`src/rtl/wdog_pkg.sv`:
```
// Package: shared constants, helpers and types for the watchdog monitor.
// Assumes the clock frequency is given in Hz and fits in 32 bits.
package wdog_pkg;

    // Default clock frequency of the monitor.
    localparam int unsigned DEF_CLK_HZ = 100_000_000;

    // Converts a period in tenths of a second into clock cycles.
    function automatic int unsigned tenths_to_cycles(int unsigned clk_hz, int unsigned tenths);
        return (clk_hz / 10) * tenths;
    endfunction

    // Synchronised view of the service line.
    typedef struct packed {
        logic level;   // synchronised level
        logic toggle;  // one-cycle marker: level changed
    } svc_evt_t;

endpackage

```
`src/rtl/svc_sync_edge.sv`:
```
// Module: svc_sync_edge
// Brings the asynchronous service line into the clock domain through a
// chain of SYNC_STAGES flops and marks every change of the synchronised
// level, whichever its polarity.
// Assumes SYNC_STAGES >= 2. The chain is not reset, so the line must hold
// steady for SYNC_STAGES+1 cycles of logic reset to avoid a spurious mark.
module svc_sync_edge
    import wdog_pkg::*;
#(
    parameter int unsigned SYNC_STAGES = 2
) (
    input  logic     clk,
    input  logic     svc_in,
    output svc_evt_t evt_o
);

    logic [SYNC_STAGES-1:0] chain;
    logic                   last_q;

    // Build the synchroniser chain one stage at a time.
    for (genvar g = 0; g < SYNC_STAGES; g++) begin : g_stage
        if (g == 0) begin : g_first
            // First stage samples the raw line.
            always_ff @(posedge clk) begin
                chain[0] <= svc_in;
            end
        end else begin : g_next
            // Later stages shift the sample along.
            always_ff @(posedge clk) begin
                chain[g] <= chain[g-1];
            end
        end
    end

    // Hold the previous synchronised level for change detection.
    always_ff @(posedge clk) begin
        last_q <= chain[SYNC_STAGES-1];
    end

    // Report the level and any change of it.
    always_comb begin
        evt_o.level  = chain[SYNC_STAGES-1];
        evt_o.toggle = chain[SYNC_STAGES-1] ^ last_q;
    end

endmodule

```
`src/rtl/wd_timer.sv`:
```
// Module: wd_timer
// Counts cycles since the last clear and latches a timeout when the count
// reaches TIMEOUT_CYC-1 with no clear pending. Priority: clear (service
// change) over hold (system reset) over counting.
// Assumes TIMEOUT_CYC >= 2.
module wd_timer #(
    parameter int unsigned TIMEOUT_CYC = 160_000_000,
    localparam int unsigned CNT_W      = $clog2(TIMEOUT_CYC)
) (
    input  logic             clk,
    input  logic             rst_n,
    input  logic             clear_i,
    input  logic             hold_i,
    output logic             expired_o,
    output logic [CNT_W-1:0] count_o
);

    localparam logic [CNT_W-1:0] LAST = CNT_W'(TIMEOUT_CYC - 1);

    logic [CNT_W-1:0] cnt_q;
    logic             exp_q;

    // Advance, clear or hold the count and latch expiry.
    always_ff @(posedge clk) begin
        if (!rst_n) begin
            cnt_q <= '0;
            exp_q <= 1'b0;
        end else if (clear_i) begin
            cnt_q <= '0;
            exp_q <= 1'b0;
        end else if (hold_i) begin
            cnt_q <= '0;
        end else if (cnt_q == LAST) begin
            exp_q <= 1'b1;
        end else begin
            cnt_q <= cnt_q + 1'b1;
        end
    end

    assign expired_o = exp_q;
    assign count_o   = cnt_q;

endmodule

```
`src/rtl/wd_flag.sv`:
```
// Module: wd_flag
// Forms the active-low watchdog flag from the latched timeout and the
// supply state. Combinational, so supply loss and recovery act at once.
module wd_flag (
    input  logic pwr_good,
    input  logic expired_i,
    output logic wdog_n
);

    // Flag is high only with a good supply and no latched timeout.
    always_comb begin
        wdog_n = pwr_good && !expired_i;
    end

endmodule

```
`src/rtl/wdog_monitor.sv`:
```
// Module: wdog_monitor (top)
// Watches a processor service line and drives an active-low flag on a
// missing transition or on supply loss. Does not reset anything itself.
// Assumes a single clock domain. svc_in may be asynchronous; the other
// inputs are synchronous.
module wdog_monitor
    import wdog_pkg::*;
#(
    parameter int unsigned CLK_HZ      = DEF_CLK_HZ,
    parameter int unsigned TIMEOUT_CYC = tenths_to_cycles(CLK_HZ, 16),
    parameter int unsigned SYNC_STAGES = 2
) (
    input  logic clk,
    input  logic rst_n,
    input  logic svc_in,
    input  logic sys_rst_act,
    input  logic pwr_good,
    output logic wdog_n
);

    localparam int unsigned CNT_W = $clog2(TIMEOUT_CYC);

    svc_evt_t         svc_evt;
    logic             tmo;
    logic [CNT_W-1:0] tmr_cnt;

    svc_sync_edge #(.SYNC_STAGES(SYNC_STAGES)) u_sync (
        .clk    (clk),
        .svc_in (svc_in),
        .evt_o  (svc_evt)
    );

    wd_timer #(.TIMEOUT_CYC(TIMEOUT_CYC)) u_tmr (
        .clk       (clk),
        .rst_n     (rst_n),
        .clear_i   (svc_evt.toggle),
        .hold_i    (sys_rst_act),
        .expired_o (tmo),
        .count_o   (tmr_cnt)
    );

    wd_flag u_flag (
        .pwr_good  (pwr_good),
        .expired_i (tmo),
        .wdog_n    (wdog_n)
    );

endmodule

```
`config.mk`:
```
export PLATFORM = sky130hd
export DESIGN_NAME = wdog_monitor
export DESIGN_NICKNAME = d
export VERILOG_FILES = /design/src/rtl/wdog_pkg.sv /design/src/rtl/svc_sync_edge.sv /design/src/rtl/wd_timer.sv /design/src/rtl/wd_flag.sv /design/src/rtl/wdog_monitor.sv
export SDC_FILE = /design/constraint.sdc
export NUM_CORES = 1
export LEC_CHECK = 0
export ABC_AREA = 1
export BUFFER_PORTS_ARGS = -buffer_cell sky130_fd_sc_hd__buf_2
export CORE_MARGIN = 8
export CORE_UTILIZATION = 45
export DETAILED_ROUTE_END_ITERATION = 10
export SLEW_MARGIN = 20
export SYNTH_ARGS = -nofsm -noshare
export SYNTH_HDL_FRONTEND = slang
export SYNTH_HIERARCHICAL = 1
export SYNTH_SLANG_ARGS = --single-unit
```
`constraint.sdc`:
```
create_clock -name clk -period 4.4 [get_ports clk]
set_clock_uncertainty 0.05 [all_clocks]
set_input_delay 0.88 -clock clk [delete_from_list [all_inputs] [get_ports clk]]
set_output_delay 0.88 -clock clk [all_outputs]
set_load 0.01 [all_outputs]
```
==> results_dict.tcl, run 1 <==
set metrics [dict create \
    cts.clk_slew.worst_paths_ns 0.06 \
    netlist_instances 313 \
    fin_nets 329 \
    synth_area_um2 1883 \
    rsz0062_at_grt "false" \
    cts_sinks 32 \
    ctsHtreeMaxLevel 2 \
    crit_required_ns 4.55 \
    synth.avg_cell_area_um2 6.016 \
    routedWlPerCell_um 11.80 \
    crit_chain "buf_2, nand2_1, nor2_1, clkinv_1, a21oi_1" \
    grt_pass1_wl_um 7603 \
    globalRouteOverflowTotal 0 \
    drc 0 \
    core_um2 4029 \
    period_needed_ns 2.479 \
    rows 23 \
    hold_buffers 0 \
    p_per_area_nw_per_um2 252.6 \
    fin_crit_sh_pct 56.34 \
    tightestPinTransition_ns 0.7924 \
    start_util_pct 46.74 \
    post_drt_via_cell_ratio 4.804 \
    grt_pass1_vias 1665 \
    grt_start_max_net_pins 19 \
    dr.pass1.iters 4 \
    yosysWarnings 6 \
    postCtsSetupBuffers 0 \
    cts_buffer_depth 2 \
    crit_type "in -> reg" \
    slew_violations 0 \
    grt_use_total_pct 15.23 \
    cp.arrival_ns 2.62 \
    slew_headroom_pct 46.98 \
    crit_family "buffers and inverters" \
    cellLeakagePower_uw 0.0007287 \
    cp-start-kind "primary input" \
    finalSetupViolCount 0 \
    status "completed" \
    cts-root-buf "clkbuf_8" \
    drv_cap 0 \
    pin_count 6 \
    rr_startpoint "u_sync/evt_o[1]" \
    worstHoldPathType "reg -> reg" \
    dieHeight_um 80.69 \
    antenna_found_initial 0 \
    fin_setup_tns_ns 0 \
    dieArea_um2 6511 \
    crit_path_end_kind "flip-flop" \
    syn_to_final_growth_pct 8.372 \
    crit_buf_inv 2 \
    cts_resized 0 \
    numCtsBuffers 5 \
    vias 1792 \
    drive_gt1_share_pct 8.359 \
    clk_latency_ns 0.28 \
    postRouteAntennaNets 0 \
    crit_fanout 18 \
    cpPeakStageDelay_ns 0.71 \
    ir_worst_vdd_mv 0.1574 \
    dp.final_hpwl_um 3447 \
    hold_viol_final 0 \
    cts_tree "built" \
    fillCellCount 433 \
    wl_um 4403 \
    cp_slowest_cell "clkinv_1" \
    io_buffer_count 5 \
    dieWidth_um 80.69 \
    hold_start "u_sync/chain[0]" \
    synth_nets 319 \
    n_antenna_cell 0 \
    startpoint "rst_n" \
    gp_congestion 0.9089 \
    drt_iter0_drc 119 \
    max_freq_mhz 403.4 \
    whs_ns 0.2787 \
]
==> power breakdown <==
group          switching (uW)  internal, uW
Sequential               1.44           292
Clock                     103           107
Combinational            8.09          4.18
Total                     112           403
==> placed cells by master (no fill, tap or decap), drive strengths merged <==
cell type / instances
o21ai: 4
nand2: 99
inv: 35
clkbuf: 6
nor2: 93
clkinv: 3
xnor2: 7
xor2: 2
buf: 5
ha: 1
nand4: 4
nor3: 2
nand3b: 1
dfxtp: 32
a21oi: 10
nand3: 19
==> per-stage QoR <==
| stage | worst slack [ns] | utilization (%) | cell area, um^2 | power [uW] | instances |
|---|---|---|---|---|---|
| after floorplan | 2.449 | - | 1883 | 307.8 | 313 |
| after global placement | 1.732 | 48.73 | 1963 | 312.1 | 366 |
| after detailed placement | 1.567 | 48.73 | 1963 | 312.3 | 366 |
| after CTS | 1.874 | 50.65 | 2041 | 523.8 | 373 |
| after global routing | 1.695 | 50.65 | 2041 | 537.1 | 373 |
| final | 1.921 | 50.65 | 2041 | 515.5 | 373 |
==> registers in the layout (all words and copies together), names as in the netlist <==
register	flops
u_sync/chain	1
u_tmr/expired_o	1
u_sync/last_q	1
u_tmr/count_o	28
u_sync/evt_o	1
==> area by class of cell <==
cell class / count / area (um^2) / area share, %
Tap cell: 50 / 62.56 / 3.066
Clock buffer: 6 / 72.57 / 3.556
Inverter: 37 / 143.9 / 7.051
Clock inverter: 1 / 5.005 / 0.2452
Multi-Input combinational cell: 242 / 1091 / 53.46
Timing Repair Buffer: 5 / 25.02 / 1.226
Sequential cell: 32 / 640.6 / 31.39
==> worst paths after layout <==
path / end / slack [ns] / cells after the start
hold reg to reg: u_sync/evt_o[1] / 0.28 / 0
setup reg to reg: u_tmr/count_o[2] / 2.04 / 8
setup / recovery: u_tmr/count_o[2] / 1.92 / 5
hold / removal: u_sync/evt_o[1] / 0.28 / 0
==> worst reg2reg max path: stages, from the launching register on <==
cell	delay (ns)
dfxtp_1	0.35
inv_1	0.05
nand2_1	0.05
nand2_1	0.05
inv_1	0.06
nand2_1	0.05
nor2_1	0.60
clkinv_1	0.71
a21oi_1	0.30
==> routing by layer <==
layer | part of all wire (%) | GRT usage [%] | vias up
met5 | 0 | 0 | -
met4 | 1.5 | 5.536 | 0
met3 | 5.7 | 4.018 | 7
met2 | 42 | 23.42 | 42
met1 | 50 | 19.84 | 770
li1 | - | - | 973
Note: power is estimated with default switching activity, not from simulation.
==> inputs of run 2 (changes only) <==
Clock period 4.4 ns to 2.4 ns, I/O delays scaled along.
==> run 2 against run 1 <==
  * Critical path depth increased by 4
  * Clock power increased by 110%
  * Count of clock-buffer cells in the layout increased by 1
  * Core utilization increased by 0.59 points
  * First-iteration DRC count decreased by 28%
  * Critical path type is now reg -> reg
  * Critical endpoint is now u_tmr/count_o[22]
  * Largest cell class unchanged
  * Largest power group unchanged
==> results_dict.tcl, run 2 (same netlist as run 1, synthesis figures left out) <==
set metrics [dict create \
    syn_to_final_growth_pct 9.635 \
    grt_start_max_net_pins 19 \
    crit_required_ns 2.55 \
    status "completed" \
    cellLeakagePower_uw 0.0007374 \
    cpPeakStageDelay_ns 0.45 \
    dieArea_um2 6511 \
    final_common_cell "nand2_1" \
    rows 23 \
    numCtsBuffers 5 \
    fin_setup_tns_ns 0 \
    wl_um 4380 \
    grt_use_total_pct 14.77 \
    crit_chain "inv_1, nand2_1, nand2_1, inv_1, nand2_1, nor2_1, buf_4, clkinv_1, a21oi_1" \
    dr.pass1.iters 4 \
    worstHoldPathType "in -> reg" \
    slew_headroom_pct 65.32 \
    cp-start-kind "flip-flop" \
    crit_type "reg -> reg" \
    crit_family "buffers and inverters" \
    grt_pass1_vias 1653 \
    start_util_pct 46.74 \
    hold_buffers 0 \
    dp.final_hpwl_um 3471 \
    cts_sinks 32 \
    hold_viol_final 0 \
    tightestPinTransition_ns 0.5171 \
    antenna_found_initial 0 \
    routedWlPerCell_um 11.68 \
    stdcell_count 375 \
    cp_common_cell "nand2_1" \
    p_per_area_nw_per_um2 486.1 \
    cts_resized 0 \
    cp.arrival_ns 1.86 \
    drive_gt1_share_pct 8.923 \
    crit_fanout 18 \
    ir_worst_vdd_mv 0.2673 \
    dieHeight_um 80.69 \
    drt_iter0_drc 86 \
    largest_reg_flops 28 \
    crit_buf_inv 4 \
    io_buffer_count 5 \
    cts.clk_slew.worst_paths_ns 0.07 \
    period_needed_ns 1.709 \
    final_cell_mix "nand2_1, nor2_1, inv_1, dfxtp_1, nand3_1" \
    n_antenna_cell 0 \
    max_freq_mhz 585.3 \
    crit_path_end_kind "flip-flop" \
    cts-root-buf "clkbuf_8" \
    gp_congestion 0.8868 \
    fin_nets 330 \
    clk_latency_ns 0.29 \
    slew_violations 0 \
    postCtsSetupBuffers 0 \
    finalSetupViolCount 0 \
    post_drt_via_cell_ratio 4.747 \
    rsz0062_at_grt "false" \
    cts_tree "built" \
    ctsHtreeMaxLevel 2 \
    postRouteAntennaNets 0 \
    globalRouteOverflowTotal 0 \
    cp_slowest_cell "clkinv_1" \
    core_um2 4029 \
    cts_buffer_depth 2 \
    dieWidth_um 80.69 \
    pin_count 6 \
    vias 1780 \
    dp_cells 367 \
    fin_crit_sh_pct 71.19 \
    drc 0 \
    fillCellCount 442 \
    drv_cap 0 \
    grt_pass1_wl_um 7465 \
]
run 2: cell count changes in the layout (fill, tap and decap cells not counted):
cell	before	now
clkinv_2	1	0
clkinvlp_4	0	1
buf_4	0	1
clkbuf_8	5	6
run 2: power breakdown:
part | leakage (uW) | switching, uW | internal (uW)
clock | 0.0000445 | 210 | 233
sequential | 0.000259 | 2.67 | 535
combinational | 0.000434 | 15.1 | 8.62
run 2: final cells by class:
type	count	area [um^2]	area share, %
Clock buffer	7	86.33	4.182
Clock inverter	1	7.507	0.3636
Inverter	37	143.9	6.970
Multi-Input combinational cell	242	1091	52.85
Sequential cell	32	640.6	31.03
Tap cell	50	62.56	3.030
Timing Repair Buffer	6	32.53	1.576
run 2: through the flow:
stage               worst slack (ns)  power, uW  instance area (um^2)  hold slack [ns]  util (%)
floorplan                     0.9718      564.3                  1883           0.2596         -
global placement              0.6473      573.5                  1971           0.2644     48.91
detailed placement            0.6397      573.5                  1971           0.2692     48.91
CTS                           0.6487       1015                  2064           0.2248     51.24
global route                  0.4778       1034                  2064           0.2297     51.24
finish                        0.6914       1004                  2064           0.2351     51.24
run 2: path summary, 6_finish.rpt:
check | startpoint | end | slack (ns) | cells after the start
max | u_sync/evt_o[1] | u_tmr/count_o[22] | 0.69 | 9
min | svc_in | u_sync/chain[0] | 0.24 | 1
max reg2reg | u_sync/evt_o[1] | u_tmr/count_o[22] | 0.69 | 9
min reg2reg | u_sync/chain[0] | u_sync/evt_o[1] | 0.28 | 0
run 2: routing by layer:
layer | GRT usage (%) | vias up | wire [um]
li1 | - | 976 | -
met1 | 18.15 | 767 | 2154
met2 | 23.82 | 30 | 1975
met3 | 3.683 | 7 | 174
met4 | 6.250 | 0 | 75
met5 | 0 | - | 0
